File: config.mk
export PLATFORM = sky130hd
export DESIGN_NAME = baud_frac_gen
export DESIGN_NICKNAME = d
export VERILOG_FILES = /design/src/rtl/bfg_pkg.sv /design/src/rtl/bfg_setting_sel.sv /design/src/rtl/bfg_frac_accum.sv /design/src/rtl/bfg_period_counter.sv /design/src/rtl/baud_frac_gen.sv
export SDC_FILE = /design/constraint.sdc
export NUM_CORES = 1
export LEC_CHECK = 0
export ABC_AREA = 1
export ABC_CLOCK_PERIOD_IN_PS = 7030
export BUFFER_PORTS_ARGS = -buffer_cell sky130_fd_sc_hd__clkbuf_2
export CORE_MARGIN = 8
export CORE_UTILIZATION = 35
export CTS_BUF_LIST = sky130_fd_sc_hd__clkbuf_2
export CTS_CLUSTER_DIAMETER = 200
export DETAILED_ROUTE_END_ITERATION = 16
export PLACE_DENSITY = 0.62
export SETUP_SLACK_MARGIN = 0.1
export SLEW_MARGIN = 0
export SYNTH_ARGS = -nofsm -noshare
export SYNTH_HDL_FRONTEND = slang
export SYNTH_HIERARCHICAL = 1
export SYNTH_SLANG_ARGS = --single-unit
File: constraint.sdc
create_clock -name clk -period 7.03 [get_ports clk]
set_input_delay 1.406 -clock clk [delete_from_list [all_inputs] [get_ports clk]]
set_output_delay 1.406 -clock clk [all_outputs]
set_load 0.05 [all_outputs]
File: src/rtl/bfg_pkg.sv
package bfg_pkg;
  localparam int unsigned BFG_INT_W  = 14;
  localparam int unsigned BFG_FRAC_W = 3;

  typedef enum logic [1:0] {
    RATE_FULL,      // one tick per reference cycle
    RATE_THREE_HALF,// ticks every 1.5 reference cycles on average
    RATE_DIVIDED    // general integer plus fraction
  } bfg_rate_e;

  function automatic bfg_rate_e bfg_classify(input int unsigned code);
    if (code == 0)      return RATE_FULL;
    else if (code == 1) return RATE_THREE_HALF;
    else                return RATE_DIVIDED;
  endfunction
endpackage

File: src/rtl/bfg_setting_sel.sv
module bfg_setting_sel
  import bfg_pkg::*;
#(
  parameter int unsigned INT_W   = BFG_INT_W,
  parameter int unsigned FRAC_W  = BFG_FRAC_W,
  parameter int unsigned RST_DIV = 26
) (
  input  logic              clk,
  input  logic              rst_n,
  input  logic              load_i,
  input  logic [INT_W-1:0]  n_i,
  input  logic [FRAC_W-1:0] f_i,
  input  logic              bnd_i,
  output logic [INT_W-1:0]  n_eff_o,
  output logic [FRAC_W-1:0] f_eff_o,
  output logic              restart_o
);
  localparam logic [FRAC_W-1:0] HALF_FRAC = {1'b1, {(FRAC_W-1){1'b0}}};

  logic [INT_W-1:0]  act_n, pend_n, sel_n;
  logic [FRAC_W-1:0] act_f, pend_f, sel_f;
  logic              pend_v;
  bfg_rate_e         rate;

  // The newest request wins: a strobe in this cycle beats an older pending one.
  always_comb begin
    if (load_i) begin
      sel_n = n_i;
      sel_f = f_i;
    end else if (pend_v) begin
      sel_n = pend_n;
      sel_f = pend_f;
    end else begin
      sel_n = act_n;
      sel_f = act_f;
    end
  end

  assign rate      = bfg_classify(int'(sel_n));
  assign restart_o = bnd_i & (load_i | pend_v);

  always_comb begin
    unique case (rate)
      RATE_FULL: begin
        n_eff_o = INT_W'(1);
        f_eff_o = '0;
      end
      RATE_THREE_HALF: begin
        n_eff_o = INT_W'(1);
        f_eff_o = HALF_FRAC;
      end
      default: begin
        n_eff_o = sel_n;
        f_eff_o = sel_f;
      end
    endcase
  end

  always_ff @(posedge clk) begin
    if (!rst_n) begin
      act_n  <= INT_W'(RST_DIV);
      act_f  <= '0;
      pend_n <= '0;
      pend_f <= '0;
      pend_v <= 1'b0;
    end else if (bnd_i) begin
      act_n  <= sel_n;
      act_f  <= sel_f;
      pend_v <= 1'b0;
    end else if (load_i) begin
      pend_n <= n_i;
      pend_f <= f_i;
      pend_v <= 1'b1;
    end
  end

  // a boundary always consumes what is pending
  a_r6_pend_consumed: assert property (@(posedge clk) disable iff (!rst_n)
    bnd_i |=> !pend_v);
  // a strobe away from a boundary is held until the next one
  a_r7_load_held: assert property (@(posedge clk) disable iff (!rst_n)
    load_i && !bnd_i |=> pend_v && pend_n == $past(n_i) && pend_f == $past(f_i));
endmodule

File: src/rtl/bfg_frac_accum.sv
module bfg_frac_accum #(
  parameter int unsigned FRAC_W = bfg_pkg::BFG_FRAC_W
) (
  input  logic              clk,
  input  logic              rst_n,
  input  logic              bnd_i,
  input  logic              restart_i,
  input  logic [FRAC_W-1:0] f_i,
  output logic              carry_o
);
  logic [FRAC_W-1:0] acc, base;
  logic [FRAC_W:0]   sum;

  assign base    = restart_i ? '0 : acc;
  assign sum     = {1'b0, base} + {1'b0, f_i};
  assign carry_o = sum[FRAC_W];

  always_ff @(posedge clk) begin
    if (!rst_n)     acc <= '0;
    else if (bnd_i) acc <= sum[FRAC_W-1:0];
  end

  // the accumulator only moves at period boundaries
  a_r9_acc_hold: assert property (@(posedge clk) disable iff (!rst_n)
    !bnd_i |=> $stable(acc));
  // a zero fraction never stretches a period
  a_r3_zero_frac_no_stretch: assert property (@(posedge clk) disable iff (!rst_n)
    bnd_i && f_i == '0 |-> !carry_o);
  // after a restart the accumulator holds exactly the applied fraction
  a_r8_restart_from_zero: assert property (@(posedge clk) disable iff (!rst_n)
    bnd_i && restart_i |=> acc == $past(f_i));
endmodule

File: src/rtl/bfg_period_counter.sv
module bfg_period_counter #(
  parameter int unsigned INT_W   = bfg_pkg::BFG_INT_W,
  parameter int unsigned RST_DIV = 26
) (
  input  logic             clk,
  input  logic             rst_n,
  input  logic [INT_W-1:0] base_i,
  input  logic             carry_i,
  output logic             tick_o
);
  logic [INT_W-1:0] cnt, len_m1;

  // Next period length minus one; wraps cleanly at the top code.
  assign len_m1 = base_i + INT_W'(carry_i) - INT_W'(1);
  assign tick_o = (cnt == '0);

  always_ff @(posedge clk) begin
    if (!rst_n)      cnt <= INT_W'(RST_DIV - 1);
    else if (tick_o) cnt <= len_m1;
    else             cnt <= cnt - INT_W'(1);
  end

  // a tick is one cycle wide unless the next period is a single cycle
  a_r2_single_cycle: assert property (@(posedge clk) disable iff (!rst_n)
    tick_o && len_m1 != '0 |=> !tick_o);
  // inside a period the count only steps down, no load can cut it short
  a_r6_no_runt: assert property (@(posedge clk) disable iff (!rst_n)
    !tick_o |=> cnt == $past(cnt) - INT_W'(1));
  // the reset state is not a boundary
  a_r1_reset_quiet: assert property (@(posedge clk)
    !rst_n |=> (!rst_n || cnt == INT_W'(RST_DIV - 1)));
endmodule

File: src/rtl/baud_frac_gen.sv
module baud_frac_gen #(
  parameter int unsigned INT_W   = bfg_pkg::BFG_INT_W,
  parameter int unsigned FRAC_W  = bfg_pkg::BFG_FRAC_W,
  parameter int unsigned RST_DIV = 26
) (
  input  logic              clk,
  input  logic              rst_n,
  input  logic              div_load,
  input  logic [INT_W-1:0]  div_int,
  input  logic [FRAC_W-1:0] div_frac,
  output logic              os_tick
);
  logic [INT_W-1:0]  nx_n;
  logic [FRAC_W-1:0] nx_f;
  logic              restart, carry;

  bfg_setting_sel #(.INT_W(INT_W), .FRAC_W(FRAC_W), .RST_DIV(RST_DIV)) u_sel (
    .clk(clk), .rst_n(rst_n), .load_i(div_load), .n_i(div_int), .f_i(div_frac),
    .bnd_i(os_tick), .n_eff_o(nx_n), .f_eff_o(nx_f), .restart_o(restart)
  );

  bfg_frac_accum #(.FRAC_W(FRAC_W)) u_acc (
    .clk(clk), .rst_n(rst_n), .bnd_i(os_tick), .restart_i(restart),
    .f_i(nx_f), .carry_o(carry)
  );

  bfg_period_counter #(.INT_W(INT_W), .RST_DIV(RST_DIV)) u_cnt (
    .clk(clk), .rst_n(rst_n), .base_i(nx_n), .carry_i(carry), .tick_o(os_tick)
  );

  // a boundary that applies integer code 0 is followed by another tick
  a_r4_full_rate: assert property (@(posedge clk) disable iff (!rst_n)
    os_tick && div_load && div_int == '0 |=> os_tick);
  // a boundary that applies integer code 1 gives a one-cycle first period
  a_r5_first_short: assert property (@(posedge clk) disable iff (!rst_n)
    os_tick && div_load && div_int == INT_W'(1) |=> os_tick);
endmodule

# ---- After elaboration in Yosys (flattened, before gate mapping)
# Cells that the tools add are included.
dict set report op_classes {
  n_addsub 4
  n_mul 0
  div_mod_pow 0
  order_cmp 0
  n_eq_ne 2
  shifts 0
  muxes 10
  n_bitwise 4
  reduce_logical 6
}
# op n
set ops {}
lappend ops {{2-to-1 mux 14 bit} 4}
lappend ops {{logical NOT 14 bit} 2}
lappend ops {{subtractor 14 x 1 -> 14 bit, second input constant} 2}
lappend ops {{adder 14 x 1 -> 14 bit} 1}
lappend ops {{== test 14 x 1 -> 1 bit, second input constant} 1}
lappend ops {{2-to-1 mux 3 bit} 3}
lappend ops {{one-hot mux 3 bit (2 select lines)} 1}
lappend ops {{adder 3 x 3 -> 4 bit} 1}
lappend ops {{2-to-1 mux 2 bit} 2}
lappend ops {{OR reduction 2 bit} 2}
lappend ops {{== test 2 x 1 -> 1 bit, second input constant} 1}
lappend ops {{logical NOT 2 bit} 1}
lappend ops {{inverter 1 bit} 2}
lappend ops {{AND reduction 2 bit} 1}
lappend ops {{bitwise AND 1 bit} 1}
lappend ops {{bitwise OR 1 bit} 1}
dict set report totals {
  register_bits 52
  latchBits 0
  ramBits 0
  romBits 0
  in_bits 20
  output_inout_bits 1
  elab_cells 33
  n_memories 0
}

# ---- Longest topological paths before layout
dict set report depth {
  word_depth 11
  depth_mapped 24
  depth_no_buf 23
}

# ---- By module
# Netlist, hierarchy kept.
# mod n_inst cells_per_inst area_per_inst_um2 seq_area_each_um2
set modules_own_cells {}
lappend modules_own_cells {bfg_setting_sel 1 268 1856.8 700.7}
lappend modules_own_cells {bfg_period_counter 1 194 1196.1 280.3}
lappend modules_own_cells {bfg_frac_accum 1 32 224.0 60.1}

# ---- Worst setup path before layout
# OpenSTA, ideal clock, no wires.
dict set report synth_timing {
  path_kind {in2reg}
  startpoint {input port div_load}
  endpoint {register u_cnt.cnt[10]}
  setup_ps 109
  arrival_ps 3760
  t_required_ps 6921
  slack_ps 3161
  stages 22
  n_path_buf 2
  path_cell_list {buf_6 > buf_2 > nand2_1 > nand3_1 > nor2_1 > nand2_1 > nor2_2 > nand2_2 > a21oi_1 > ha_1 > a21oi_1 > nand2_1 > inv_1 > ha_1 > ha_1 > inv_1 > nor2_1 > nand3_1 > nand2_1 > nand3_2 > nand2_1 > inv_1}
}
dict set report synth_between {
  elab_chain_len 10
  elab_cells_between_ends 18
  cone_classes {3 x add/sub; 2 x eq/ne; 8 x mux; 2 x bitwise; 3 x reduce/logical}
}
# item line
set synth_rtl {}
lappend synth_rtl {{from (decl)} baud_frac_gen.sv:8} ;# input logic div_load,
lappend synth_rtl {{2-to-1 mux 14 bit (*)} bfg_setting_sel.sv:27} ;# if (load_i) begin
lappend synth_rtl {{== test 14 x 1 -> 1 bit} bfg_pkg.sv:13} ;# else if (code == 1) return RATE_THREE_HALF;
lappend synth_rtl {{2-to-1 mux 2 bit} bfg_pkg.sv:13}
lappend synth_rtl {{2-to-1 mux 2 bit} bfg_pkg.sv:12} ;# if (code == 0) return RATE_FULL;
lappend synth_rtl {{== test 2 x 1 -> 1 bit or logical NOT 2 bit (tied branches)} bfg_setting_sel.sv:43} ;# unique case (rate)
lappend synth_rtl {{OR reduction 2 bit (no line)} n/a}
lappend synth_rtl {{2-to-1 mux 14 bit (*)} bfg_setting_sel.sv:43}
lappend synth_rtl {{named net nx_n[7]} baud_frac_gen.sv:13} ;# logic [INT_W-1:0] nx_n;
lappend synth_rtl {{adder 14 x 1 -> 14 bit (*)} bfg_period_counter.sv:14} ;# assign len_m1 = base_i + INT_W'(carry_i) - INT_W'(1);
lappend synth_rtl {{subtractor 14 x 1 -> 14 bit (*)} bfg_period_counter.sv:14}
lappend synth_rtl {{2-to-1 mux 14 bit (*)} bfg_period_counter.sv:19} ;# else if (tick_o) cnt <= len_m1;
lappend synth_rtl {{to (signal assigned)} bfg_period_counter.sv:18} ;# if (!rst_n) cnt <= INT_W'(RST_DIV - 1);
lappend synth_rtl {{to (signal assigned)} bfg_period_counter.sv:19}
lappend synth_rtl {{to (signal assigned)} bfg_period_counter.sv:20} ;# else cnt <= cnt - INT_W'(1);
lappend synth_rtl {{to (decl)} bfg_period_counter.sv:11} ;# logic [INT_W-1:0] cnt, len_m1;
# The timed path passes the listed nets; every way through them passes the cells marked *.
# A chain may end at the register's enable or synchronous reset.

# ---- Worst setup path after layout
# Same ends and word-level chain as after synthesis.

==> results.ini <==
[cts]
cts-resized-gates = 0
clockBufferDepth = 2
cts_buffers = 5
htreeDepth = 2
clock_latency_ns = 0.44
cts_root_buffer = clkbuf_2
postCtsSetupBuffers = 0
path_clk_slew_ns = 0.28
cts_tree = done
cts_sinks = 52
hold_buffers = 0

[timing]
setup_viol = 0
worst_pin_slew_ns = 1.01
layout_setup_ws_ns = 2.84
rsz0062_at_grt = no
skew_ns = 0.0299
fin_crit_sh = 0.596
layout_min_cycle_time_ns = 4.19
hold_viol_final = 0
whs_ns = 0.480
fin_setup_tns_ns = 0
timing.fmax_mhz = 239
report.final.slew_viol_count = 0
slew_headroom = 0.324

[layout]
areaGrowthSynthToFinish_pct = 6.87
nets = 535
n_antenna_cell = 0
drive_above_1_share = 0.138
nFillCells = 1001

[setup_path]
crit_fanout = 20
cp.required_ns = 7.39
startpoint_type = input port
arrival_ns = 4.54
crit_type = input port to register
end_kind = register

[yosys]
netlist_instances = 494
synth_area_um2 = 3280
synthesis.nets = 521
yosys_warnings = 6
synth-seq-cells = 52
ys_types = 39
ys_seq_area_frac = 0.318
syn_avg_cell_area_um2 = 6.63

[floorplanning]
rows = 35
die_h_um = 113
die_area_um2 = 12700
start_util = 0.358
core_um2 = 9150
die_w_um = 113
ios = 21

[grt]
grt_pass1_vias = 2971
overflow = 0
grt_pass1_wl_mm = 13.5
grt_antenna_before_repair = 0
grt_start_max_net_pins = 33
grt_usage = 0.125

[job]
cap_violations = 0

[placed_design]
pre_cts_slack_ns = 2.40
place.gp.congestion = 0.839
portBuffers = 20
dp_hpwl_mm = 5.79

[pwr]
p_leak_uw = 0.00161
pwr_density_cell_nw_per_um2 = 164
design_power_total_uw = 576
peakVddDrop_uv = 89.7

[detailed_routing]
ant_nets = 0
wl_mm = 7.76
top_layer = met4
wire_per_inst_um = 12.5
dr_wl_met2_mm = 3.64
vias_per_cell = 4.84
route.met3.wl_um = 258
drt_pre_antenna_iters = 5
drt_iter0_drc = 131
vias = 3001
drc = 0
wl_met1_mm = 3.83

[worst_hold_path]
hold_class = register to register

[outcome]
status = completed

worst max-delay path, cell delays in order:
cell and delay (ns):
clkbuf_2 0.37, inv_4 0.20, nand3_1 0.13, nand3_1 0.24, nor2_2 0.19, nand2_1 0.08
nor2_2 0.14, nand2_2 0.09, a21oi_1 0.14, ha_1 0.28, a21oi_1 0.14, nand2_1 0.07
inv_1 0.06, ha_1 0.15, ha_1 0.21, inv_1 0.05, nor2_1 0.21, nand3_1 0.10
nand2_1 0.09, nand3_2 0.07, nand2_1 0.08, inv_1 0.03
cell usage in the layout, fill, tap and decap left out, drive strengths merged, types with 2 or more instances in the layout:
master,count
inv,54
xnor2,3
dfxtp,52
o211ai,4
nor3,3
ha,6
clkinv,3
nand3b,2
nand4,3
nand3,42
o21ai,8
nor2,67
nand2,174
a21oi,47
xor2,8
clkbuf,26
a22o,3
cell usage after synthesis:
library cell	instances	share of area
a21oi_1	46	0.070
a21oi_2	1	0.0027
a22o_1	3	0.0080
buf_1	1	0.0011
buf_12	1	0.0061
buf_2	5	0.0076
buf_4	1	0.0023
buf_6	1	0.0034
clkbuf_1	4	0.0046
clkinv_1	1	0.0011
clkinv_2	1	0.0015
clkinv_4	1	0.0027
dfxtp_1	52	0.32
fa_1	1	0.0061
ha_1	6	0.023
inv_1	52	0.060
inv_4	1	0.0019
nand2_1	170	0.19
nand2_2	2	0.0038
nand2_4	2	0.0069
nand3_1	25	0.038
nand3_2	15	0.046
nand3_4	2	0.011
nand3b_1	2	0.0046
nand4_1	2	0.0038
nand4_4	1	0.0065
nor2_1	52	0.060
nor2_2	8	0.015
nor2_4	5	0.017
nor2_8	2	0.012
nor3_1	2	0.0031
nor3_2	1	0.0031
o211ai_1	4	0.0092
o21a_1	1	0.0023
o21ai_0	4	0.0061
o21ai_1	4	0.0061
or2_1	1	0.0019
xnor2_1	3	0.0080
xor2_1	8	0.021
where the power goes:
group | switching (µW) | internal [µW]
Combinational | 65.5 | 33.5
Clock | 99.9 | 63.0
Sequential | 8.94 | 305
Total | 174 | 402
kinds of logic (layout without fill, tap and decap cells):
kind of cell,Yosys count,count (layout),synth area share
simple gates,292,292,0.427
buf+inv,69,84,0.0920
compound gates,63,63,0.105
flops,52,52,0.318
xor+xnor,11,11,0.0294
fa+ha+maj,7,7,0.0290
per-layer routing:
metal,global-route usage,up-vias
met4,0.0288,0
met5,0,-
li1,-,1582
met3,0.0229,4
met1,0.162,1369
met2,0.211,46
state kept, by name, summed over array words and instances, names as in the netlist:
signal / cells
u_sel/pend_f: 3
u_sel/act_n: 14
u_sel/act_f: 3
u_sel/pend_n: 14
u_sel/pend_v: 1
u_acc/acc: 3
u_cnt/cnt: 14
worst paths after layout:
path	from	end	slack, ns	depth (start not counted)
worst max-delay path	div_load	u_cnt/cnt[10]$_SDFF_PN0_	2.84	22
worst min-delay path	u_sel/pend_n[8]$_SDFFE_PN0P_	u_sel/pend_n[8]$_SDFFE_PN0P_	0.48	2
worst max register to register	u_cnt/cnt[0]$_SDFF_PN1_	u_cnt/cnt[10]$_SDFF_PN0_	3.09	22
worst min register to register	u_sel/pend_n[8]$_SDFFE_PN0P_	u_sel/pend_n[8]$_SDFFE_PN0P_	0.48	2
stage by stage:
step,utilization,instances,area [µm²]
CTS,0.383,620,3500
finish,0.383,620,3500
floorplan,-,494,3280
global placement,0.375,612,3430
global route,0.383,620,3500
detailed placement,0.375,612,3430
cell type report:
type,instances,area (µm²),share of cell area
clock inverter,2,38.8,0.0111
clock buffer,6,30.0,0.00857
sequential,52,1040,0.297
inverter,56,219,0.0625
timing repair buffer,20,100,0.0286
tap,111,139,0.0397
multi-input combinational,373,1930,0.552
Power figures use the tool's default switching activity.
